File: config.mk
export PLATFORM = sky130hd
export DESIGN_NAME = cmd_serial_tx
export DESIGN_NICKNAME = d
export VERILOG_FILES = /design/src/rtl/cmd_tx_pkg.sv /design/src/rtl/cmd_tx_fifo.sv /design/src/rtl/cmd_tx_shifter.sv /design/src/rtl/cmd_tx_pacer.sv /design/src/rtl/cmd_serial_tx.sv
export SDC_FILE = /design/constraint.sdc
export NUM_CORES = 1
export LEC_CHECK = 0
export ABC_CLOCK_PERIOD_IN_PS = 6170
export BUFFER_PORTS_ARGS = -buffer_cell sky130_fd_sc_hd__buf_2
export CAP_MARGIN = 20
export CORE_ASPECT_RATIO = 0.6
export CORE_MARGIN = 1
export CORE_UTILIZATION = 50
export CTS_CLUSTER_DIAMETER = 200
export DETAILED_ROUTE_END_ITERATION = 16
export HOLD_SLACK_MARGIN = 0.03
export PLACE_DENSITY = 0.67
export SYNTH_ARGS = -nofsm -noshare
export SYNTH_HDL_FRONTEND = slang
export SYNTH_HIERARCHICAL = 1
export SYNTH_SLANG_ARGS = --single-unit
File: constraint.sdc
create_clock -name clk_i -period 6.17 [get_ports clk_i]
set_clock_uncertainty 0.1 [all_clocks]
set_input_delay 1.234 -clock clk_i [delete_from_list [all_inputs] [get_ports clk_i]]
set_output_delay 1.234 -clock clk_i [all_outputs]
set_load 0.02 [all_outputs]
File: src/rtl/cmd_tx_pkg.sv
package cmd_tx_pkg;
  localparam int unsigned WORD_W         = 16;
  localparam int unsigned CHAR_W         = 6;
  localparam int unsigned CHARS_PER_WORD = 3;
  localparam int unsigned FRAME_W        = 1 + CHAR_W + 1 + 1 + 2;

  typedef enum logic [1:0] {SQ_IDLE, SQ_LOAD, SQ_SEND, SQ_GAP} seq_state_e;

  // word padded to 18 bits, most significant character first
  function automatic logic [CHAR_W-1:0] pick_char(input logic [WORD_W-1:0] w,
                                                  input logic [1:0] idx);
    logic [CHAR_W*CHARS_PER_WORD-1:0] p;
    p = {2'b00, w};
    case (idx)
      2'd0:    return p[17:12];
      2'd1:    return p[11:6];
      default: return p[5:0];
    endcase
  endfunction

  // LSB leaves first: start, data, flag, odd parity, two stops
  function automatic logic [FRAME_W-1:0] build_frame(input logic [CHAR_W-1:0] d,
                                                     input logic flag);
    logic par;
    par = ~(^{flag, d});
    return {2'b11, par, flag, d, 1'b0};
  endfunction
endpackage

File: src/rtl/cmd_tx_fifo.sv
module cmd_tx_fifo #(
  parameter int unsigned DATA_W = 16,
  parameter int unsigned DEPTH  = 40,
  localparam int unsigned PTR_W = $clog2(DEPTH),
  localparam int unsigned CNT_W = $clog2(DEPTH + 1)
) (
  input  logic              clk_i,
  input  logic              rst_ni,
  input  logic              clr_i,
  input  logic              wr_en_i,
  input  logic [DATA_W-1:0] wr_data_i,
  output logic              wr_ok_o,
  input  logic              rd_en_i,
  output logic [DATA_W-1:0] rd_data_o,
  output logic              empty_o,
  output logic [CNT_W-1:0]  count_o
);
  logic [DATA_W-1:0] mem [DEPTH];
  logic [PTR_W-1:0]  wr_ptr, rd_ptr;
  logic [CNT_W-1:0]  cnt;
  logic              push, pop;

  function automatic logic [PTR_W-1:0] next_ptr(input logic [PTR_W-1:0] p);
    return (p == PTR_W'(DEPTH - 1)) ? '0 : p + 1'b1;
  endfunction

  assign wr_ok_o   = (cnt != CNT_W'(DEPTH)) && !clr_i;
  assign push      = wr_en_i && wr_ok_o;
  assign empty_o   = (cnt == '0);
  assign pop       = rd_en_i && !empty_o && !clr_i;
  assign rd_data_o = mem[rd_ptr];
  assign count_o   = cnt;

  always_ff @(posedge clk_i) begin
    if (push) mem[wr_ptr] <= wr_data_i;
  end

  always_ff @(posedge clk_i or negedge rst_ni) begin
    if (!rst_ni) begin
      wr_ptr <= '0;
      rd_ptr <= '0;
      cnt    <= '0;
    end else if (clr_i) begin
      wr_ptr <= '0;
      rd_ptr <= '0;
      cnt    <= '0;
    end else begin
      if (push) wr_ptr <= next_ptr(wr_ptr);
      if (pop)  rd_ptr <= next_ptr(rd_ptr);
      case ({push, pop})
        2'b10:   cnt <= cnt + 1'b1;
        2'b01:   cnt <= cnt - 1'b1;
        default: cnt <= cnt;
      endcase
    end
  end
endmodule

File: src/rtl/cmd_tx_shifter.sv
module cmd_tx_shifter #(
  parameter int unsigned CLKS_PER_BIT = 41667,
  parameter int unsigned FRAME_W      = 11,
  localparam int unsigned BAUD_W      = (CLKS_PER_BIT > 1) ? $clog2(CLKS_PER_BIT) : 1,
  localparam int unsigned BIT_W       = $clog2(FRAME_W + 1)
) (
  input  logic               clk_i,
  input  logic               rst_ni,
  input  logic               abort_i,
  input  logic               start_i,
  input  logic [FRAME_W-1:0] frame_i,
  output logic               done_o,
  output logic               txd_o
);
  logic [FRAME_W-1:0] sh;
  logic [BAUD_W-1:0]  baud_cnt;
  logic [BIT_W-1:0]   bit_cnt;
  logic               busy;

  always_ff @(posedge clk_i or negedge rst_ni) begin
    if (!rst_ni) begin
      sh       <= '1;
      baud_cnt <= '0;
      bit_cnt  <= '0;
      busy     <= 1'b0;
      done_o   <= 1'b0;
    end else begin
      done_o <= 1'b0;
      if (abort_i) begin
        sh   <= '1;
        busy <= 1'b0;
      end else if (start_i && !busy) begin
        sh       <= frame_i;
        busy     <= 1'b1;
        baud_cnt <= '0;
        bit_cnt  <= '0;
      end else if (busy) begin
        if (baud_cnt == BAUD_W'(CLKS_PER_BIT - 1)) begin
          baud_cnt <= '0;
          sh       <= {1'b1, sh[FRAME_W-1:1]};
          if (bit_cnt == BIT_W'(FRAME_W - 1)) begin
            busy   <= 1'b0;
            done_o <= 1'b1;
          end else begin
            bit_cnt <= bit_cnt + 1'b1;
          end
        end else begin
          baud_cnt <= baud_cnt + 1'b1;
        end
      end
    end
  end

  assign txd_o = busy ? sh[0] : 1'b1;
endmodule

File: src/rtl/cmd_tx_pacer.sv
module cmd_tx_pacer
  import cmd_tx_pkg::*;
#(
  parameter int unsigned GAP_CLKS = 10_000_000,
  localparam int unsigned GAP_W   = (GAP_CLKS > 1) ? $clog2(GAP_CLKS) : 1
) (
  input  logic               clk_i,
  input  logic               rst_ni,
  input  logic               clr_i,
  input  logic               fifo_empty_i,
  input  logic [WORD_W-1:0]  fifo_data_i,
  output logic               fifo_pop_o,
  input  logic               tx_done_i,
  output logic               tx_start_o,
  output logic [FRAME_W-1:0] tx_frame_o,
  output logic               in_gap_o
);
  seq_state_e        state;
  logic [WORD_W-1:0] word_q;
  logic [1:0]        idx;
  logic [GAP_W-1:0]  gap_cnt;

  assign fifo_pop_o = (state == SQ_IDLE) && !fifo_empty_i && !clr_i;
  assign tx_start_o = (state == SQ_LOAD) && !clr_i;
  assign in_gap_o   = (state == SQ_GAP);
  assign tx_frame_o = build_frame(pick_char(word_q, idx), idx == 2'd0);

  always_ff @(posedge clk_i or negedge rst_ni) begin
    if (!rst_ni) begin
      state   <= SQ_IDLE;
      word_q  <= '0;
      idx     <= '0;
      gap_cnt <= '0;
    end else if (clr_i) begin
      state <= SQ_IDLE;
      idx   <= '0;
    end else begin
      case (state)
        SQ_IDLE: if (!fifo_empty_i) begin
          word_q <= fifo_data_i;
          idx    <= '0;
          state  <= SQ_LOAD;
        end
        SQ_LOAD: state <= SQ_SEND;
        SQ_SEND: if (tx_done_i) begin
          gap_cnt <= '0;
          state   <= SQ_GAP;
        end
        SQ_GAP: begin
          if (gap_cnt == GAP_W'(GAP_CLKS - 1)) begin
            if (idx == 2'(CHARS_PER_WORD - 1)) begin
              state <= SQ_IDLE;
            end else begin
              idx   <= idx + 1'b1;
              state <= SQ_LOAD;
            end
          end else begin
            gap_cnt <= gap_cnt + 1'b1;
          end
        end
        default: state <= SQ_IDLE;
      endcase
    end
  end
endmodule

File: src/rtl/cmd_serial_tx.sv
module cmd_serial_tx
  import cmd_tx_pkg::*;
#(
  parameter int unsigned DEPTH        = 40,
  parameter int unsigned CLKS_PER_BIT = 41667,
  parameter int unsigned GAP_CLKS     = 10_000_000,
  localparam int unsigned CNT_W       = $clog2(DEPTH + 1)
) (
  input  logic        clk_i,
  input  logic        rst_ni,
  input  logic        clr_i,
  input  logic        wr_en_i,
  input  logic [15:0] wr_data_i,
  output logic        wr_q_o,
  output logic        txd_o
);
  logic               fifo_wr_ok, fifo_empty, fifo_pop;
  logic [WORD_W-1:0]  fifo_data;
  logic [CNT_W-1:0]   fifo_cnt;
  logic               tx_start, tx_done, in_gap;
  logic [FRAME_W-1:0] tx_frame;

  assign wr_q_o = wr_en_i && fifo_wr_ok;

  cmd_tx_fifo #(.DATA_W(WORD_W), .DEPTH(DEPTH)) u_fifo (
    .clk_i     (clk_i),
    .rst_ni    (rst_ni),
    .clr_i     (clr_i),
    .wr_en_i   (wr_en_i),
    .wr_data_i (wr_data_i),
    .wr_ok_o   (fifo_wr_ok),
    .rd_en_i   (fifo_pop),
    .rd_data_o (fifo_data),
    .empty_o   (fifo_empty),
    .count_o   (fifo_cnt)
  );

  cmd_tx_pacer #(.GAP_CLKS(GAP_CLKS)) u_pacer (
    .clk_i        (clk_i),
    .rst_ni       (rst_ni),
    .clr_i        (clr_i),
    .fifo_empty_i (fifo_empty),
    .fifo_data_i  (fifo_data),
    .fifo_pop_o   (fifo_pop),
    .tx_done_i    (tx_done),
    .tx_start_o   (tx_start),
    .tx_frame_o   (tx_frame),
    .in_gap_o     (in_gap)
  );

  cmd_tx_shifter #(.CLKS_PER_BIT(CLKS_PER_BIT), .FRAME_W(FRAME_W)) u_shift (
    .clk_i   (clk_i),
    .rst_ni  (rst_ni),
    .abort_i (clr_i),
    .start_i (tx_start),
    .frame_i (tx_frame),
    .done_o  (tx_done),
    .txd_o   (txd_o)
  );
endmodule

==> results of run 1 <==
metrics by stage:
step                      hold WS, ps  utilization  std cells
after global placement          391.3       0.5304       2625
after floorplan                 366.8            -       1834
final                           408.1       0.5688       2753
after detailed placement        397.0       0.5306       2626
after CTS                       410.6       0.5686       2747
after global routing            417.3       0.5686       2747
sequential cells by signal, indices dropped and copies added (netlist names), 4 cells and up:
name	count
u_fifo/count_o	6
u_shift/sh	11
u_shift/bit_cnt	4
u_pacer/word_q	16
u_shift/baud_cnt	16
u_fifo/mem	640
u_pacer/gap_cnt	24
u_fifo/wr_ptr	6
u_fifo/rd_ptr	6
cells by family after synthesis:
group	Yosys count
flops	735
simple gates	436
mux	293
compound gates	209
buf+inv	123
fa+ha+maj	19
xor+xnor	16
other cells	2
power groups by stage:
stage / logic [mW] / clock network [mW] / registers (mW)
5_1_grt: 0.806 / 4.59 / 5.75
2_1_floorplan: 0.520 / 0 / 5.77
4_1_cts: 0.735 / 4.40 / 5.72
3_3_place_gp: 0.703 / 0 / 5.82
3_5_place_dp: 0.733 / 0 / 5.83
6_report: 0.733 / 4.33 / 5.73
layout make-up:
cell class	instances	area (sq um)	share of cell area
Clock inverter	36	431.7	0.01270
Antenna cell	6	15.01	0.0004418
Timing Repair Buffer	81	574.3	0.01690
Inverter	18	67.56	0.001988
Tap cell	816	1021	0.03004
Clock buffer	85	1839	0.05412
Sequential cell	735	21620	0.6362
Multi-Input combinational cell	976	8416	0.2476
per-layer routing:
layer	global-route usage	routed length (um)	up-vias
met4	0.03862	850	6
met3	0.05036	5549	72
met2	0.3277	31120	604
met5	0.01686	173	-
li1	-	-	7373
met1	0.3634	32680	8879
final timing paths:
check                                         from                   to  slack [ps]  depth (start not counted)
worst max-delay path              u_fifo/rd_ptr[0]   u_pacer/word_q[11]        2360                          7
worst min-delay path            u_pacer/word_q[11]   u_pacer/word_q[11]         410                          1
worst max register to register    u_fifo/rd_ptr[0]   u_pacer/word_q[11]        2360                          7
worst min register to register  u_pacer/word_q[11]   u_pacer/word_q[11]         410                          1
max in group asynchronous                   rst_ni  u_pacer/gap_cnt[19]        4300                          2
min in group asynchronous                   rst_ni  u_shift/baud_cnt[2]         610                          1
placed cells by master, fill, tap and decap left out, types with 9 or more instances in the layout:
| cell | netlist | routed |
|---|---|---|
| nor2_1 | 87 | 87 |
| o32ai_1 | 15 | 15 |
| buf_2 | 40 | 20 |
| o22ai_1 | 32 | 32 |
| or3_1 | 28 | 28 |
| nor4_1 | 26 | 24 |
| mux4_2 | 96 | 96 |
| or4_1 | 9 | 9 |
| bufinv_16 | 0 | 10 |
| mux2i_1 | 136 | 136 |
| o21ai_0 | 26 | 26 |
| nor3_1 | 15 | 12 |
| clkbuf_1 | 48 | 13 |
| nand4_1 | 16 | 16 |
| nand3_1 | 49 | 49 |
| inv_1 | 18 | 18 |
| dfstp_2 | 11 | 11 |
| mux2_4 | 9 | 9 |
| clkinv_2 | 0 | 15 |
| ha_1 | 18 | 18 |
| a21oi_1 | 44 | 44 |
| nand3b_1 | 18 | 18 |
| clkbuf_16 | 0 | 71 |
| a31oi_1 | 15 | 15 |
| nand2_1 | 111 | 111 |
| buf_4 | 5 | 59 |
| a22oi_1 | 19 | 19 |
| edfxtp_1 | 640 | 640 |
| dfrtp_1 | 84 | 80 |
| nand2b_1 | 28 | 28 |
| mux2_2 | 52 | 52 |
==> flow_metrics.py, run 1 <==
metrics = {
    "outcome": {
        "status": "finished, final reports clean",
    },
    "setup_path": {
        "startpoint_type": "flip-flop",
        "path_cells": "buf_4 -> nor2_1 -> nand2_1 -> o22ai_1 -> nor4_1 -> a21oi_1 -> mux2_2",
        "critPathArrivalTime_ps": 4190,
        "crit_required_ps": 6560,
        "path_buf_inv": 1,
        "cp_top_family": "simple AND/OR/NAND/NOR gates",
        "end_kind": "flip-flop",
        "cp_max_fo": 47,
        "cp_slowest_cell": "dfrtp_4",
        "max_stage_delay_ps": 1050,
        "path_class": "flip-flop to flip-flop",
    },
    "logic_synthesis": {
        "synth.mux.area_fraction": 0.1390,
        "synthAdderAreaFrac": 0.008034,
        "synthCells": 1833,
        "synth_seq_area_share": 0.7079,
        "postSynth.asyncResetShare": 0.1293,
        "synth-edff-count": 640,
        "synth_seq_cells": 735,
        "synthTopCellsByArea": "edfxtp_1 (63%), mux4_2 (7.1%), dfrtp_1 (6.9%)",
        "yosysMostFrequentCell": "edfxtp_1",
        "yosys_warnings": 6,
        "synth_top_area_frac": 0.6296,
        "synth_largest_area_cell": "edfxtp_1",
        "ys.flop_type": "edfxtp_1",
        "synthTopCellsByCount": "edfxtp_1 (640), mux2i_1 (136), nand2_1 (111), mux4_2 (96), nor2_1 (87)",
        "synth_area_per_cell_sq_um": 16.65,
        "synth_compound_area_frac": 0.04644,
        "yosys.area_share.simple": 0.07562,
        "synth_top_family_by_area": "multiplexers",
        "synth_area_sq_um": 30530,
        "synth_xor_area_frac": 0.004591,
        "synth_cell_types": 75,
    },
    "final_layout": {
        "syn2layout_area_growth_pct": 11.33,
        "nets": 1918,
        "final_layout_size_suffix_gt1_frac": 0.1989,
        "final_area_sq_um": 33980,
        "fillCellCount": 4594,
    },
    "placement": {
        "placed_area_sq_um": 31700,
        "gp_congestion": 0.9102,
        "place.detailed.hpwl_mm": 43.10,
        "pre_cts_ws_ps": 1907,
        "port_buffers": 21,
    },
    "timing": {
        "fmax_ghz": 0.2626,
        "period_needed_ps": 3808,
        "tightestPinTransition_ps": 1093,
        "setup_tns_ps": 0,
        "finalHoldViolCount": 0,
        "finalMaxSlewViolations": 0,
        "relSlewSlack": 0.2682,
        "rsz0062_at_grt": "no",
        "period_share": 0.6172,
        "finalSetupViolCount": 0,
        "fin_ws_ps": 2362,
    },
    "worst_hold_path": {
        "holdCritPathClass": "flip-flop to flip-flop",
    },
    "power_and_ir_drop": {
        "power_density_nw_per_um2": 317.5,
        "p_leak_nw": 10.82,
        "p_switching_mw": 2.369,
        "pwr-share-clk": 0.401,
        "seq_power_share": 0.531,
        "power_frac_comb": 0.068,
        "swShare": 0.2195,
        "fin_total_pwr_mw": 10.79,
        "peakVddDrop_v": 0.0002853,
        "p_int_mw": 8.420,
    },
    "cts": {
        "post_cts_buffers": 0,
        "cts-resized-gates": 0,
        "hold_buffers": 0,
        "htreeDepth": 3,
        "clock-sinks": 735,
        "cts_tree": "yes",
        "clockRootBuffer": "clkbuf_16",
        "cts_buffers": 67,
        "clk_latency_ps": 600,
        "clockBufferDepth": 3,
        "clk_pin_slew_worst_paths_ps": 60,
    },
    "floorplan": {
        "start_util": 0.5110,
        "num_io_pins": 22,
        "die-area_sq_um": 62080,
        "die_h_um": 193.4,
        "rows": 69,
        "core_sq_um": 59740,
        "die_x_um": 321.0,
    },
    "route": {
        "vias_per_cell": 6.151,
        "vias": 16930,
        "firstDrtPassIters": 6,
        "routed_wl_mm": 70.38,
        "antenna_left": 0,
        "drc_errors": 0,
        "route.detailed.wl_per_inst_um": 25.56,
        "drt_iter0_markers": 1797,
    },
    "grt": {
        "antenna_found_initial": 3,
        "grt_use_total": 0.2294,
        "overflow": 0,
        "grt_pass1_vias": 16540,
        "grt_first_pass_wirelength_mm": 105.5,
        "grt_start_max_net_pins": 95,
    },
    "run": {
        "maxCapViolCount": 0,
    },
}
Note: power is estimated with default switching activity, not from simulation.
==> inputs of run 2 (changes only) <==
--- a/config.mk
+++ b/config.mk
@@ -5,7 +5,8 @@
 export SDC_FILE = /design/constraint.sdc
 export NUM_CORES = 1
 export LEC_CHECK = 0
-export ABC_CLOCK_PERIOD_IN_PS = 6170
+export ABC_AREA = 1
+export ABC_CLOCK_PERIOD_IN_PS = 3300
 export BUFFER_PORTS_ARGS = -buffer_cell sky130_fd_sc_hd__buf_2
 export CAP_MARGIN = 20
 export CORE_ASPECT_RATIO = 0.6
@@ -14,7 +15,7 @@
 export CTS_CLUSTER_DIAMETER = 200
 export DETAILED_ROUTE_END_ITERATION = 16
 export HOLD_SLACK_MARGIN = 0.03
-export PLACE_DENSITY = 0.67
+export PLACE_DENSITY = 0.7
 export SYNTH_ARGS = -nofsm -noshare
 export SYNTH_HDL_FRONTEND = slang
 export SYNTH_HIERARCHICAL = 1
==> constraint.sdc (replaced) <==
create_clock -name clk_i -period 3.3 [get_ports clk_i]
set_clock_uncertainty 0.1 [all_clocks]
set_input_delay 0.66 -clock clk_i [delete_from_list [all_inputs] [get_ports clk_i]]
set_output_delay 0.66 -clock clk_i [all_outputs]
set_load 0.02 [all_outputs]
==> run 2 against run 1 <==
  * First-iteration DRC count is 34% higher
  * Combinational power rose to 7.2 times the previous value
  * Critical path depth rose by 8
  * Design area is 3.6% higher
  * Setup slack got worse by 1900 ps
  * Wire length increased by 12%
  * Core utilization fell by 0.83 points
  * Sequential power grew 88%
  * Global-route usage increased by 1.8 points
  * Flip-flop and latch count is the same
  * Register-to-register slack worse by 1900 ps
  * Non-clock buffer count is 36 higher
  * Critical path type unchanged
  * Critical endpoint is now u_fifo/count_o[5]
  * Highest routed layer is now met4
==> flow_metrics.py, run 2 <==
metrics = {
    "cts": {
        "clock-sinks": 735,
        "post_cts_buffers": 0,
        "clk_pin_slew_worst_paths_ps": 60,
        "clockBufferDepth": 3,
        "cts_buffers": 69,
        "clk_latency_ps": 600,
        "hold_buffers": 0,
        "cts_tree": "yes",
        "htreeDepth": 3,
        "clockRootBuffer": "clkbuf_16",
        "cts-resized-gates": 0,
    },
    "logic_synthesis": {
        "synth_area_per_cell_sq_um": 10.98,
        "synth_seq_area_share": 0.6791,
        "synthCells": 2899,
        "yosysMostFrequentCell": "nand2_1",
        "synth_top_area_frac": 0.6040,
        "ys.flop_type": "edfxtp_1",
        "synth_largest_area_cell": "edfxtp_1",
        "synth_cell_types": 51,
        "synth-edff-count": 640,
        "synthTopCellsByArea": "edfxtp_1 (60%), nand2_1 (11%), dfrtp_1 (6.6%)",
        "yosys_warnings": 6,
        "postSynth.asyncResetShare": 0.1293,
        "synthTopCellsByCount": "nand2_1 (951), edfxtp_1 (640), nand3_1 (240), nor2_1 (210), a21oi_1 (111)",
        "synth_area_sq_um": 31820,
        "synth_seq_cells": 735,
    },
    "setup_path": {
        "end_kind": "flip-flop",
        "r2r-start": "u_pacer/state[0]",
        "cp_max_fo": 5,
        "rrSetupSlack_ps": 430,
        "path_class": "flip-flop to flip-flop",
        "critPathArrivalTime_ps": 3260,
        "startpoint": "u_pacer/state[0]",
        "startpoint_type": "flip-flop",
        "crit_required_ps": 3690,
    },
    "grt": {
        "grt_use_total": 0.2473,
        "grt_first_pass_wirelength_mm": 121.5,
        "grt_start_max_net_pins": 107,
        "grt_pass1_vias": 20960,
        "antenna_found_initial": 2,
        "overflow": 0,
    },
    "route": {
        "antenna_left": 0,
        "drc_errors": 0,
        "vias_per_cell": 5.739,
        "vias": 22000,
        "routed_wl_mm": 79.08,
        "firstDrtPassIters": 6,
        "drt_iter0_markers": 2401,
        "route.detailed.wl_per_inst_um": 20.63,
    },
    "final_layout": {
        "largest_register_ffs": 640,
        "syn2layout_area_growth_pct": 10.65,
        "fin_cells": 3834,
        "post-route-util": 0.5606,
        "final_common_cell": "nand2_1",
        "largest_registers": "u_fifo/mem (640), u_pacer/gap_cnt (24)",
        "final_area_sq_um": 35210,
        "final_cell_mix": "nand2_1 (950), edfxtp_1 (640), nand3_1 (240)",
        "final_layout_size_suffix_gt1_frac": 0.09699,
        "regMostFlops": "u_fifo/mem",
        "nets": 2977,
    },
    "placement": {
        "port_buffers": 21,
        "pre_cts_ws_ps": 468.4,
        "gp_congestion": 0.9257,
        "place.detailed.hpwl_mm": 49.02,
        "placed_area_sq_um": 32930,
        "dpl.cell_count": 3704,
    },
    "run": {
        "maxCapViolCount": 0,
    },
    "floorplan": {
        "core_sq_um": 62810,
        "die_x_um": 327.7,
        "rows": 71,
        "num_io_pins": 22,
        "start_util": 0.5066,
        "die_h_um": 197.4,
        "die-area_sq_um": 64680,
    },
    "timing": {
        "period_share": 0.8699,
        "fin_ws_ps": 429.2,
        "period_needed_ps": 2871,
        "finalSetupViolCount": 0,
        "setup_tns_ps": 0,
        "whs_ps": 353.1,
        "fmax_ghz": 0.3483,
        "relSlewSlack": 0.3595,
        "finalHoldViolCount": 0,
        "finalMaxSlewViolations": 0,
        "rsz0062_at_grt": "no",
        "tightestPinTransition_ps": 960.8,
    },
    "power_and_ir_drop": {
        "fin_total_pwr_mw": 23.95,
        "p_leak_nw": 13.34,
        "power_density_nw_per_um2": 680.1,
        "peakVddDrop_v": 0.0006065,
    },
    "outcome": {
        "status": "finished, final reports clean",
    },
    "worst_hold_path": {
        "holdCritPathClass": "primary input to asynchronous set/reset pin",
    },
}
==> run 2: power breakdown <==
part | internal, mW | total, mW | switching [mW]
clock | 4.48 | 7.91 | 3.43
combinational | 1.56 | 5.28 | 3.71
sequential | 10.4 | 10.8 | 0.322
==> run 2: critical path, stage by stage (launching register included) <==
cell and delay [ps]:
dfrtp_1 430, inv_1 120, ha_1 280, inv_1 110, nor3_4 130, nand2_1 140, nor2_2 120, nand2_1 90
inv_1 180, ha_1 320, a21oi_1 210, o21ai_0 130, a21oi_1 160, nand3_1 90, nand3_1 90, nand2_1 50
==> run 2: routing by layer <==
metal  up-vias  share of wire  GRT usage
li1      10160              -          -
met1     10670           0.45     0.3710
met2      1030           0.44     0.3653
met3       140          0.096    0.05141
met4         0          0.022    0.06802
met5         -              0          0
==> run 2: cell type report <==
| type | count | area, sq um |
|---|---|---|
| diodes | 5 | 12.51 |
| clock buffers | 86 | 1886 |
| clock inverters | 37 | 342.8 |
| fillers | 5091 | 27600 |
| inverters | 91 | 350.3 |
| multi-input cells | 1924 | 8962 |
| flip-flops and latches | 735 | 21620 |
| well taps | 839 | 1050 |
| repair buffers | 117 | 988.4 |
==> run 2: worst paths after layout <==
kind	end	depth (start not counted)
setup reg to reg	u_fifo/count_o[5]	15
setup / recovery	u_fifo/count_o[5]	15
hold reg to reg	u_pacer/word_q[5]	2
hold / removal	u_shift/baud_cnt[7]	2
max in group asynchronous	u_pacer/gap_cnt[10]	4
min in group clk_i	u_pacer/word_q[5]	2
==> run 2: kinds of logic (layout without fill, tap and decap cells) <==
kind of cell / Yosys count / count (layout) / share of synthesized area
AND/OR/NAND/NOR: 1519 / 1519 / 0.1981
buffers and inverters: 241 / 331 / 0.03940
flip-flops: 735 / 735 / 0.6791
adder cells (fa/ha/maj): 19 / 19 / 0.007707
XOR/XNOR: 16 / 16 / 0.004404
AO/OA/AOI/OAI: 367 / 367 / 0.07102
other: 2 / 8 / 0.0002360
